$ cat src/rtl/pcs_mul_pkg.sv
package pcs_mul_pkg;

    typedef enum logic [1:0] {
        S_IDLE,
        S_ACCUM,
        S_RESOLVE
    } mul_state_e;

    // One radix-4 Booth digit: sign and magnitude selection
    typedef struct packed {
        logic neg;
        logic one;
        logic two;
    } booth_dig_t;

    // Recode a bit triplet {y[2i+1], y[2i], y[2i-1]}
    function automatic booth_dig_t booth_decode(input logic [2:0] trip);
        booth_dig_t d;
        case (trip)
            3'b001, 3'b010: d = '{neg: 1'b0, one: 1'b1, two: 1'b0};
            3'b011:         d = '{neg: 1'b0, one: 1'b0, two: 1'b1};
            3'b100:         d = '{neg: 1'b1, one: 1'b0, two: 1'b1};
            3'b101, 3'b110: d = '{neg: 1'b1, one: 1'b1, two: 1'b0};
            default:        d = '{neg: 1'b0, one: 1'b0, two: 1'b0};
        endcase
        return d;
    endfunction

endpackage

$ cat src/rtl/pcs_booth_row.sv
module pcs_booth_row
    import pcs_mul_pkg::*;
#(
    parameter int W  = 32,
    parameter int RW = 4
) (
    input  logic [2:0]    trip,
    input  logic [RW-1:0] row,
    input  logic [W-1:0]  xm,
    input  logic [W-1:0]  xc,
    output logic [W-1:0]  pm,
    output logic [W-1:0]  pc
);

    booth_dig_t   dig;
    logic [W-1:0] mag_m, mag_c;
    logic [W-1:0] sel_m, sel_c;
    logic [RW:0]  shamt;

    assign dig   = booth_decode(trip);
    assign shamt = {row, 1'b0};

    always_comb begin
        mag_m = '0;
        mag_c = '0;
        if (dig.two) begin
            mag_m = xm << 1;
            mag_c = xc << 1;
        end else if (dig.one) begin
            mag_m = xm;
            mag_c = xc;
        end
        // Inversion only; the +1 per inverted vector is pre-seeded in the accumulator
        sel_m = dig.neg ? ~mag_m : mag_m;
        sel_c = dig.neg ? ~mag_c : mag_c;
    end

    assign pm = sel_m << shamt;
    assign pc = sel_c << shamt;

endmodule

$ cat src/rtl/pcs_csa42.sv
module pcs_csa42 #(
    parameter int W = 32
) (
    input  logic [W-1:0] in0,
    input  logic [W-1:0] in1,
    input  logic [W-1:0] in2,
    input  logic [W-1:0] in3,
    output logic [W-1:0] sum,
    output logic [W-1:0] cry
);

    logic [W-1:0] lat;
    logic [W-2:0] kout;

    assign lat[0] = 1'b0;

    for (genvar i = 0; i < W; i++) begin : g_col
        logic t1;
        assign t1     = in0[i] ^ in1[i] ^ in2[i];
        assign sum[i] = t1 ^ in3[i] ^ lat[i];
        if (i < W - 1) begin : g_chain
            assign lat[i+1] = (in0[i] & in1[i]) | (in0[i] & in2[i]) | (in1[i] & in2[i]);
            assign kout[i]  = (t1 & in3[i]) | (t1 & lat[i]) | (in3[i] & lat[i]);
        end
    end

    assign cry = {kout, 1'b0};

endmodule

$ cat src/rtl/pcs_frag_adder.sv
module pcs_frag_adder #(
    parameter int W = 32,
    parameter int K = 4
) (
    input  logic [W-1:0]   op_s,
    input  logic [W-1:0]   op_c,
    output logic [W-1:0]   sum,
    output logic [W/K-1:0] fcy
);

    localparam int NF = W / K;

    assign fcy[0] = 1'b0;

    for (genvar f = 0; f < NF; f++) begin : g_frag
        if (f < NF - 1) begin : g_mid
            logic [K:0] part;
            assign part           = {1'b0, op_s[f*K +: K]} + {1'b0, op_c[f*K +: K]};
            assign sum[f*K +: K]  = part[K-1:0];
            assign fcy[f+1]       = part[K];
        end else begin : g_top
            assign sum[f*K +: K] = op_s[f*K +: K] + op_c[f*K +: K];
        end
    end

endmodule

$ cat src/rtl/pcs_booth_mul.sv
module pcs_booth_mul
    import pcs_mul_pkg::*;
#(
    parameter int N = 16,
    parameter int K = 4
) (
    input  logic             clk,
    input  logic             rst_n,
    input  logic             start,
    input  logic [N-1:0]     a_word,
    input  logic [N/K-1:0]   a_frag,
    input  logic [N-1:0]     b_word,
    input  logic [N/K-1:0]   b_frag,
    output logic             p_valid,
    output logic [2*N-1:0]   p_word,
    output logic [2*N/K-1:0] p_frag
);

    localparam int W      = 2 * N;
    localparam int NF_IN  = N / K;
    localparam int NF_OUT = W / K;
    localparam int YW     = N + 2;
    localparam int ROWS   = YW / 2;
    localparam int RW     = $clog2(ROWS);

    mul_state_e state, state_nx;

    logic [RW-1:0] row_q;
    logic [YW-1:0] ymul_q;
    logic [W-1:0]  xm_q, xc_q;
    logic [W-1:0]  acc_s, acc_c;

    // Load-time operand preparation
    logic [YW-1:0] b_spread, y_in;
    logic [YW:0]   y_in_ext;
    logic [W-1:0]  a_spread, a_ext, seed;

    always_comb begin
        a_spread = '0;
        b_spread = '0;
        for (int j = 0; j < NF_IN; j++) begin
            a_spread[j*K] = a_frag[j];
            b_spread[j*K] = b_frag[j];
        end
    end

    assign a_ext    = {{(W-N){a_word[N-1]}}, a_word};
    assign y_in     = {{(YW-N){b_word[N-1]}}, b_word} + b_spread;
    assign y_in_ext = {y_in, 1'b0};

    // Two +1 terms per negated row (main and carry multiples) gathered at column 2i+1
    always_comb begin
        booth_dig_t d;
        seed = '0;
        for (int i = 0; i < ROWS; i++) begin
            d = booth_decode(y_in_ext[2*i +: 3]);
            seed[2*i+1] = d.neg;
        end
    end

    // Per-cycle row generation and compression
    logic [YW:0]  y_q_ext;
    logic [2:0]   cur_trip;
    logic [W-1:0] row_m, row_c, cmp_s, cmp_c;
    logic [W-1:0] fa_sum;
    logic [NF_OUT-1:0] fa_cy;

    assign y_q_ext  = {ymul_q, 1'b0};
    assign cur_trip = y_q_ext[{row_q, 1'b0} +: 3];

    pcs_booth_row #(.W(W), .RW(RW)) u_row (
        .trip (cur_trip),
        .row  (row_q),
        .xm   (xm_q),
        .xc   (xc_q),
        .pm   (row_m),
        .pc   (row_c)
    );

    pcs_csa42 #(.W(W)) u_cmp (
        .in0 (acc_s),
        .in1 (acc_c),
        .in2 (row_m),
        .in3 (row_c),
        .sum (cmp_s),
        .cry (cmp_c)
    );

    pcs_frag_adder #(.W(W), .K(K)) u_fadd (
        .op_s (acc_s),
        .op_c (acc_c),
        .sum  (fa_sum),
        .fcy  (fa_cy)
    );

    logic last_row;
    assign last_row = (row_q == RW'(ROWS - 1));

    // Next-state logic
    always_comb begin
        state_nx = state;
        unique case (state)
            S_IDLE:    if (start) state_nx = S_ACCUM;
            S_ACCUM:   if (last_row) state_nx = S_RESOLVE;
            S_RESOLVE: state_nx = S_IDLE;
            default:   state_nx = S_IDLE;
        endcase
    end

    // State register
    always_ff @(posedge clk) begin
        if (!rst_n) state <= S_IDLE;
        else        state <= state_nx;
    end

    // Datapath and outputs
    always_ff @(posedge clk) begin
        if (!rst_n) begin
            row_q   <= '0;
            ymul_q  <= '0;
            xm_q    <= '0;
            xc_q    <= '0;
            acc_s   <= '0;
            acc_c   <= '0;
            p_valid <= 1'b0;
            p_word  <= '0;
            p_frag  <= '0;
        end else begin
            p_valid <= 1'b0;
            unique case (state)
                S_IDLE: begin
                    if (start) begin
                        ymul_q <= y_in;
                        xm_q   <= a_ext;
                        xc_q   <= a_spread;
                        acc_s  <= seed;
                        acc_c  <= '0;
                        row_q  <= '0;
                    end
                end
                S_ACCUM: begin
                    acc_s <= cmp_s;
                    acc_c <= cmp_c;
                    row_q <= row_q + RW'(1);
                end
                S_RESOLVE: begin
                    p_word  <= fa_sum;
                    p_frag  <= fa_cy;
                    p_valid <= 1'b1;
                end
                default: ;
            endcase
        end
    end

endmodule

$ cat config.mk
export PLATFORM = sky130hd
export DESIGN_NAME = pcs_booth_mul
export DESIGN_NICKNAME = d
export VERILOG_FILES = /design/src/rtl/pcs_mul_pkg.sv /design/src/rtl/pcs_booth_row.sv /design/src/rtl/pcs_csa42.sv /design/src/rtl/pcs_frag_adder.sv /design/src/rtl/pcs_booth_mul.sv
export SDC_FILE = /design/constraint.sdc
export NUM_CORES = 1
export LEC_CHECK = 0
export CAP_MARGIN = 25
export CORE_UTILIZATION = 59
export DETAILED_ROUTE_END_ITERATION = 8
export PLACE_DENSITY_LB_ADDON = 0.08
export SETUP_SLACK_MARGIN = 0.1
export SYNTH_ARGS = -nofsm -noshare
export SYNTH_HDL_FRONTEND = slang
export SYNTH_SLANG_ARGS = --single-unit
export TNS_END_PERCENT = 5
$ cat constraint.sdc
create_clock -name clk -period 7.53 [get_ports clk]
set_input_delay 0.753 -clock clk [delete_from_list [all_inputs] [get_ports clk]]
set_output_delay 0.753 -clock clk [all_outputs]
set_load 0.05 [all_outputs]
==> metrics.yaml, run 1 <==
drt:
  wl_per_cell_um: 19.4
  dr.pass1.iters: 8
  drc: 0
  drtIter0Drc: 946
  viasPerCell: 6.14
  dr_total_vias: 10100
  finalWirelength_um: 31900
  drtAntennaViolNets: 0
layout:
  diodes: 0
  drive_above_1_share: 0.0580
  area_growth_pct: 12.6
  fin_nets: 1552
  fin_util: 0.688
  fin_area_um2: 12600
timing:
  fmax_mhz: 179
  slew_headroom: 0.324
  clock_skew_ps: 13.3
  fin_crit_ps: 5600
  maxSlewViolCount: 0
  worst_slew_pin_slew_ps: 1010
  hold_viol: 0
  post-route-period-util: 0.743
  rsz0062_at_grt: "false"
  setup_tns_ps: 0
  setup_viol: 0
synthesis:
  ys_warn_count: 0
  ys_types: 79
  synth_area_leaders: "dfxtp_1 26%, fa_1 12%, nand2_1 7.1%, o21ai_0 5.2%, ha_1 4.4%"
  seq_area_frac_synth: 0.262
  synth_edf_count: 0
  synth_top_area_frac: 0.262
  avgSynthCellArea_um2: 8.05
  synth_ff_type: "dfxtp_1"
  syn_nets: 1537
  ys_top_cells_by_count: "212 x nand2_1, 146 x dfxtp_1, 115 x o21ai_0"
  synth_cells: 1387
  synth.most_common_cell: "nand2_1"
  syn_area_um2: 11200
  yosysTopAreaCell: "dfxtp_1"
  async_flop_share: 0
  synth-seq-cells: 146
setup_path:
  cp_max_fo: 31
  r2r-start: "row_q[1]"
  path_class: "register to register"
  reg2reg_to: "acc_s[17]"
  rr_worst_depth: 20
  cp.required_ps: 7900
  cp_common_cell: "buf_4"
  crit_path_end_kind: "register"
  critical-path-max-stage-delay_ps: 680
  rrSetupSlack_ps: 1930
  cp_slowest_cell: "dfxtp_1"
  arrival_ps: 5960
  crit_path_start_kind: "register"
  crit_chain: "buf_4 > clkinv_1 > buf_4 > nand3_1 > o211a_1 > buf_4 > a21oi_1 > buf_4 > o31ai_1 > nor2_1 > o21ba_2 > o21ai_0 > a21oi_1 > o2bb2ai_1 > fa_1 > inv_1 > fa_1 > nor2_1 > a21oi_1 > a21boi_0"
pwr:
  leakage_uw: 0.00475
  ir_drop_uv: 163
  powerDensity_nw_per_um2: 198
  power_uw: 2490
cts:
  cts_buffers: 17
  cts_tree: "yes"
  clkSinkCount: 146
  post_cts_resized: 0
  max-clock-path-buffers: 2
  path_clk_slew_ps: 70
  cts_setup_buffers: 0
  clock_latency_ps: 440
  cts_hold_buf: 0
  htree_levels: 4
  cts_root_buffer: "clkbuf_16"
place:
  gp_congestion: 1.03
  dp_hpwl_um: 23200
  port-buffer-count: 82
  place_area_um2: 12000
floorplan:
  io-pin-count: 84
  die_w_um: 140
  die_y_um: 140
  initial_core_util: 0.611
  core_area_um2: 18300
  die_area_um2: 19500
  num_rows: 49
grt:
  grt_start_max_net_pins: 56
  grt.total_usage: 0.340
  grt_pass1_wl_um: 51600
  gr-total-overflow: 0
  antenna_found_initial: 0
  grt_pass1_vias: 9711
hold_path:
  min_to: "p_word[0]"
  hold_depth: 2
  hold_path.class: "register to register"
  hold_start: "p_word[0]"
run:
  cap_violations: 0
outcome:
  outcome: "finished, final reports clean"
## state kept, by name, indices dropped and copies added, names as in the netlist
signal,count
acc_c,31
acc_s,32
p_frag,7
p_valid,1
p_word,32
row_q,4
state,2
xc_q,4
xm_q,16
ymul_q,17
## how the worst max path moves through the flow
stage | start | endpoint | slack [ps] | depth (start not counted)
final | row_q[1] | acc_s[17] | 1930 | 20
after global routing | row_q[1] | acc_s[17] | 1600 | 20
after CTS | row_q[1] | acc_s[17] | 2070 | 20
after detailed placement | row_q[2] | acc_s[13] | 2090 | 17
after global placement | row_q[1] | acc_s[17] | 2100 | 20
after floorplan | row_q[2] | acc_s[9] | 3310 | 16
## kinds of logic (layout without fill, tap and decap cells)
logic type                 after synthesis  count (layout)  synth area share
other                                    1               1          0.000336
muxes                                   41              41            0.0407
xor gates and xnor gates                52              52            0.0408
buffers and inverters                  193             221            0.0707
AOI/OAI and AO/OA                      385             385             0.231
adders and majority gates              107             107             0.166
DFF                                    146             146             0.262
and+or+nand+nor                        462             462             0.189
## layout make-up
cell class	count	area, µm²
Sequential cell	146	2920
Multi-Input combinational cell	1048	7460
Tap cell	229	287
Timing Repair Buffer	100	951
Fill cell	1538	5700
Inverter	89	334
Clock inverter	15	190
Clock buffer	17	425
## stage by stage
stage                     cells  worst slack, ps  hold WS, ps
final                      1644             1930          463
after global routing       1644             1600          491
after CTS                  1644             2070          465
after detailed placement   1612             2090          455
after global placement     1612             2100          447
after floorplan            1387             3310          440
## metal layers
layer / GRT usage / up-vias / part of all wire
met5: 0 / - / 0
met4: 0.132 / 0 / 0.034
li1: - / 4827 / -
met1: 0.444 / 4792 / 0.42
met2: 0.544 / 409 / 0.46
met3: 0.0826 / 67 / 0.080
## report_power, final
| group | internal [µW] | switching (µW) |
|---|---|---|
| clock | 478 | 415 |
| sequential | 815 | 51.5 |
| combinational | 284 | 443 |
| total | 1580 | 909 |
## worst max-delay path: cells and delay by family (launching register included)
| kind | cells | cell delay, ps |
|---|---|---|
| fa+ha+maj | 2 | 860 |
| simple gates | 3 | 360 |
| buf+inv | 6 | 1400 |
| flops | 1 | 680 |
| compound gates | 9 | 2220 |
## cells in the final DEF (no fill, tap or decap), types with 15 or more instances in the layout
| cell | count |
|---|---|
| a21oi_1 | 65 |
| a21boi_0 | 47 |
| clkbuf_16 | 17 |
| fa_1 | 68 |
| nor2_1 | 94 |
| ha_1 | 39 |
| xor2_1 | 18 |
| inv_1 | 86 |
| xnor2_1 | 34 |
| mux2i_1 | 27 |
| nand3_1 | 15 |
| buf_4 | 18 |
| nor3_1 | 31 |
| o21ai_0 | 115 |
| o211a_1 | 19 |
| nand2_1 | 212 |
| dfxtp_1 | 145 |
| and2_1 | 25 |
| clkdlybuf4s50_1 | 81 |
(Power assumes the default switching activity.)
==> run 2, diff against run 1 <==
- clock period: 7.53 -> 5.4 ns (I/O delays scaled with it)
==> metrics.yaml, run 2 (synthesis results as in run 1) <==
drt:
  finalWirelength_um: 32700
  drc: 0
  viasPerCell: 6.11
  dr_total_vias: 10200
  drtAntennaViolNets: 0
  dr.pass1.iters: 8
  drtIter0Drc: 1187
  wl_per_cell_um: 19.6
layout:
  fin_util: 0.698
  final_common_cell: "nand2_1"
  layout_common_cells: "212 x nand2_1, 145 x dfxtp_1, 115 x o21ai_0, 94 x nor2_1, 86 x inv_1"
  regArea_um2: 2920
  drive_above_1_share: 0.0744
  fin_nets: 1576
  reg_top3: "acc_s x32, p_word x32, acc_c x31"
  fin_area_um2: 12800
  diodes: 0
  multiInputGateArea_um2: 7460
  fill_cells: 1520
  area_growth_pct: 14.2
pwr:
  combPwrFrac: 0.296
  p_clk_frac: 0.359
  powerDensity_nw_per_um2: 275
  netSwitchingFraction: 0.356
  p_switching_uw: 1250
  power.internal_uw: 2260
  power_frac_seq: 0.345
  ir_drop_uv: 218
  leakage_uw: 0.00487
place:
  place_area_um2: 12100
  gp_congestion: 0.970
  dp_hpwl_um: 23900
  port-buffer-count: 82
floorplan:
  die_y_um: 140
  die_w_um: 140
  die_area_um2: 19500
  io-pin-count: 84
  initial_core_util: 0.611
  core_area_um2: 18300
  num_rows: 49
timing:
  hold_ws_ps: 460
  setup_viol: 0
  rsz0062_at_grt: "true"
  slew_headroom: 0.299
  worst_slew_pin_slew_ps: 1050
  fmax_mhz: 191
  fin_crit_ps: 5230
  clock_skew_ps: 14.1
  maxSlewViolCount: 0
  post-route-period-util: 0.968
  hold_viol: 0
grt:
  grt.total_usage: 0.350
  grt_start_max_net_pins: 84
  antenna_found_initial: 0
  grt_pass1_wl_um: 53500
  grt_pass1_vias: 9873
  gr-total-overflow: 0
setup_path:
  cp_top_family: "compound AO/OA/AOI/OAI gates"
  crit_chain: "buf_4 > or2_2 > o22ai_1 > or3_1 > buf_4 > xnor2_1 > a22o_1 > o21ai_0 > o21ai_0 > mux2i_1 > nor2_1 > o21ai_0 > fa_1 > fa_1 > o221ai_1 > and2_1"
  critical-path-max-stage-delay_ps: 600
  cp_num_buf_inv: 2
  crit_path_end_kind: "register"
  cp.required_ps: 5730
  cp_slowest_cell: "dfxtp_1"
  cp_max_fo: 31
  arrival_ps: 5560
  crit_path_start_kind: "register"
  path_class: "register to register"
  cp_common_cell: "o21ai_0"
cts:
  htree_levels: 4
  cts_tree: "yes"
  clock_latency_ps: 440
  cts_root_buffer: "clkbuf_16"
  cts_setup_buffers: 0
  clkSinkCount: 146
  cts_buffers: 17
  path_clk_slew_ps: 70
  max-clock-path-buffers: 2
outcome:
  outcome: "finished, final reports clean"
run:
  cap_violations: 0
hold_path:
  hold_path.class: "input pin to register"
## run 2: cell count changes in the layout (fill, tap and decap cells not counted)
cell	change
buf_4	+24
bufinv_16	+1
clkinv_8	-3
clkinvlp_4	+1
inv_6	+1
xnor2_1	-1
xnor2_2	+1
## run 2: path summary, 6_finish.rpt
kind                            startpoint  depth (start not counted)        end  slack, ps
worst max register to register    row_q[0]                         16   acc_s[9]        170
worst min register to register   p_word[0]                          2  p_word[0]        470
worst max-delay path              row_q[0]                         16   acc_s[9]        170
worst min-delay path                 rst_n                          2  ymul_q[3]        460
## run 2: worst register-to-register path: stages (launching register included)
cell	delay (ps)
dfxtp_1	600
buf_4	400
or2_2	220
o22ai_1	100
or3_1	530
buf_4	270
xnor2_1	130
a22o_1	190
o21ai_0	300
o21ai_0	210
mux2i_1	300
nor2_1	80
o21ai_0	420
fa_1	530
fa_1	570
o221ai_1	120
and2_1	170
## run 2: layout make-up
type,count,area share
sequential,146,0.229
clock buffer,17,0.0334
inverter,89,0.0262
timing repair buffer,124,0.0887
clock inverter,15,0.0147
multi-input combinational,1048,0.585
tap,229,0.0225
## run 2: what timing repair did
action / 4_1_cts / 5_1_grt
hold endpoints to repair: 0 / 0
gates resized for setup: 0 / 1
hold buffers: 0 / 0
setup endpoints to repair: 0 / 3
## run 2: through the flow
stage	TNS, ps	total power (µW)	worst slack [ps]	instances
final	0	3500	174	1668
after global placement	0	2210	306	1636
after detailed placement	0	2240	310	1636
after CTS	0	3490	293	1668
after floorplan	0	1920	1180	1387
after global routing	-2.39	3690	-2.39	1668
## run 2: routing by layer
layer	track usage	wire length, µm
met2	0.579	15400
met5	0	0
met1	0.469	14200
met3	0.0437	1980
met4	0.132	1100
## run 2: power groups by stage
stage / logic, µW / registers (µW) / clock network (µW)
2_1_floorplan: 722 / 1200 / 0
3_3_place_gp: 985 / 1230 / 0
3_5_place_dp: 1010 / 1230 / 0
4_1_cts: 1020 / 1210 / 1260
5_1_grt: 1150 / 1220 / 1320
6_report: 1040 / 1210 / 1260
==> run 3, diff against run 2 <==
- ABC_CLOCK_PERIOD_IN_PS: default -> 5400
- CAP_MARGIN: 25 -> 20
==> results of run 3 <==
No change in the layout: final DEF, timing and power equal those of run 2.
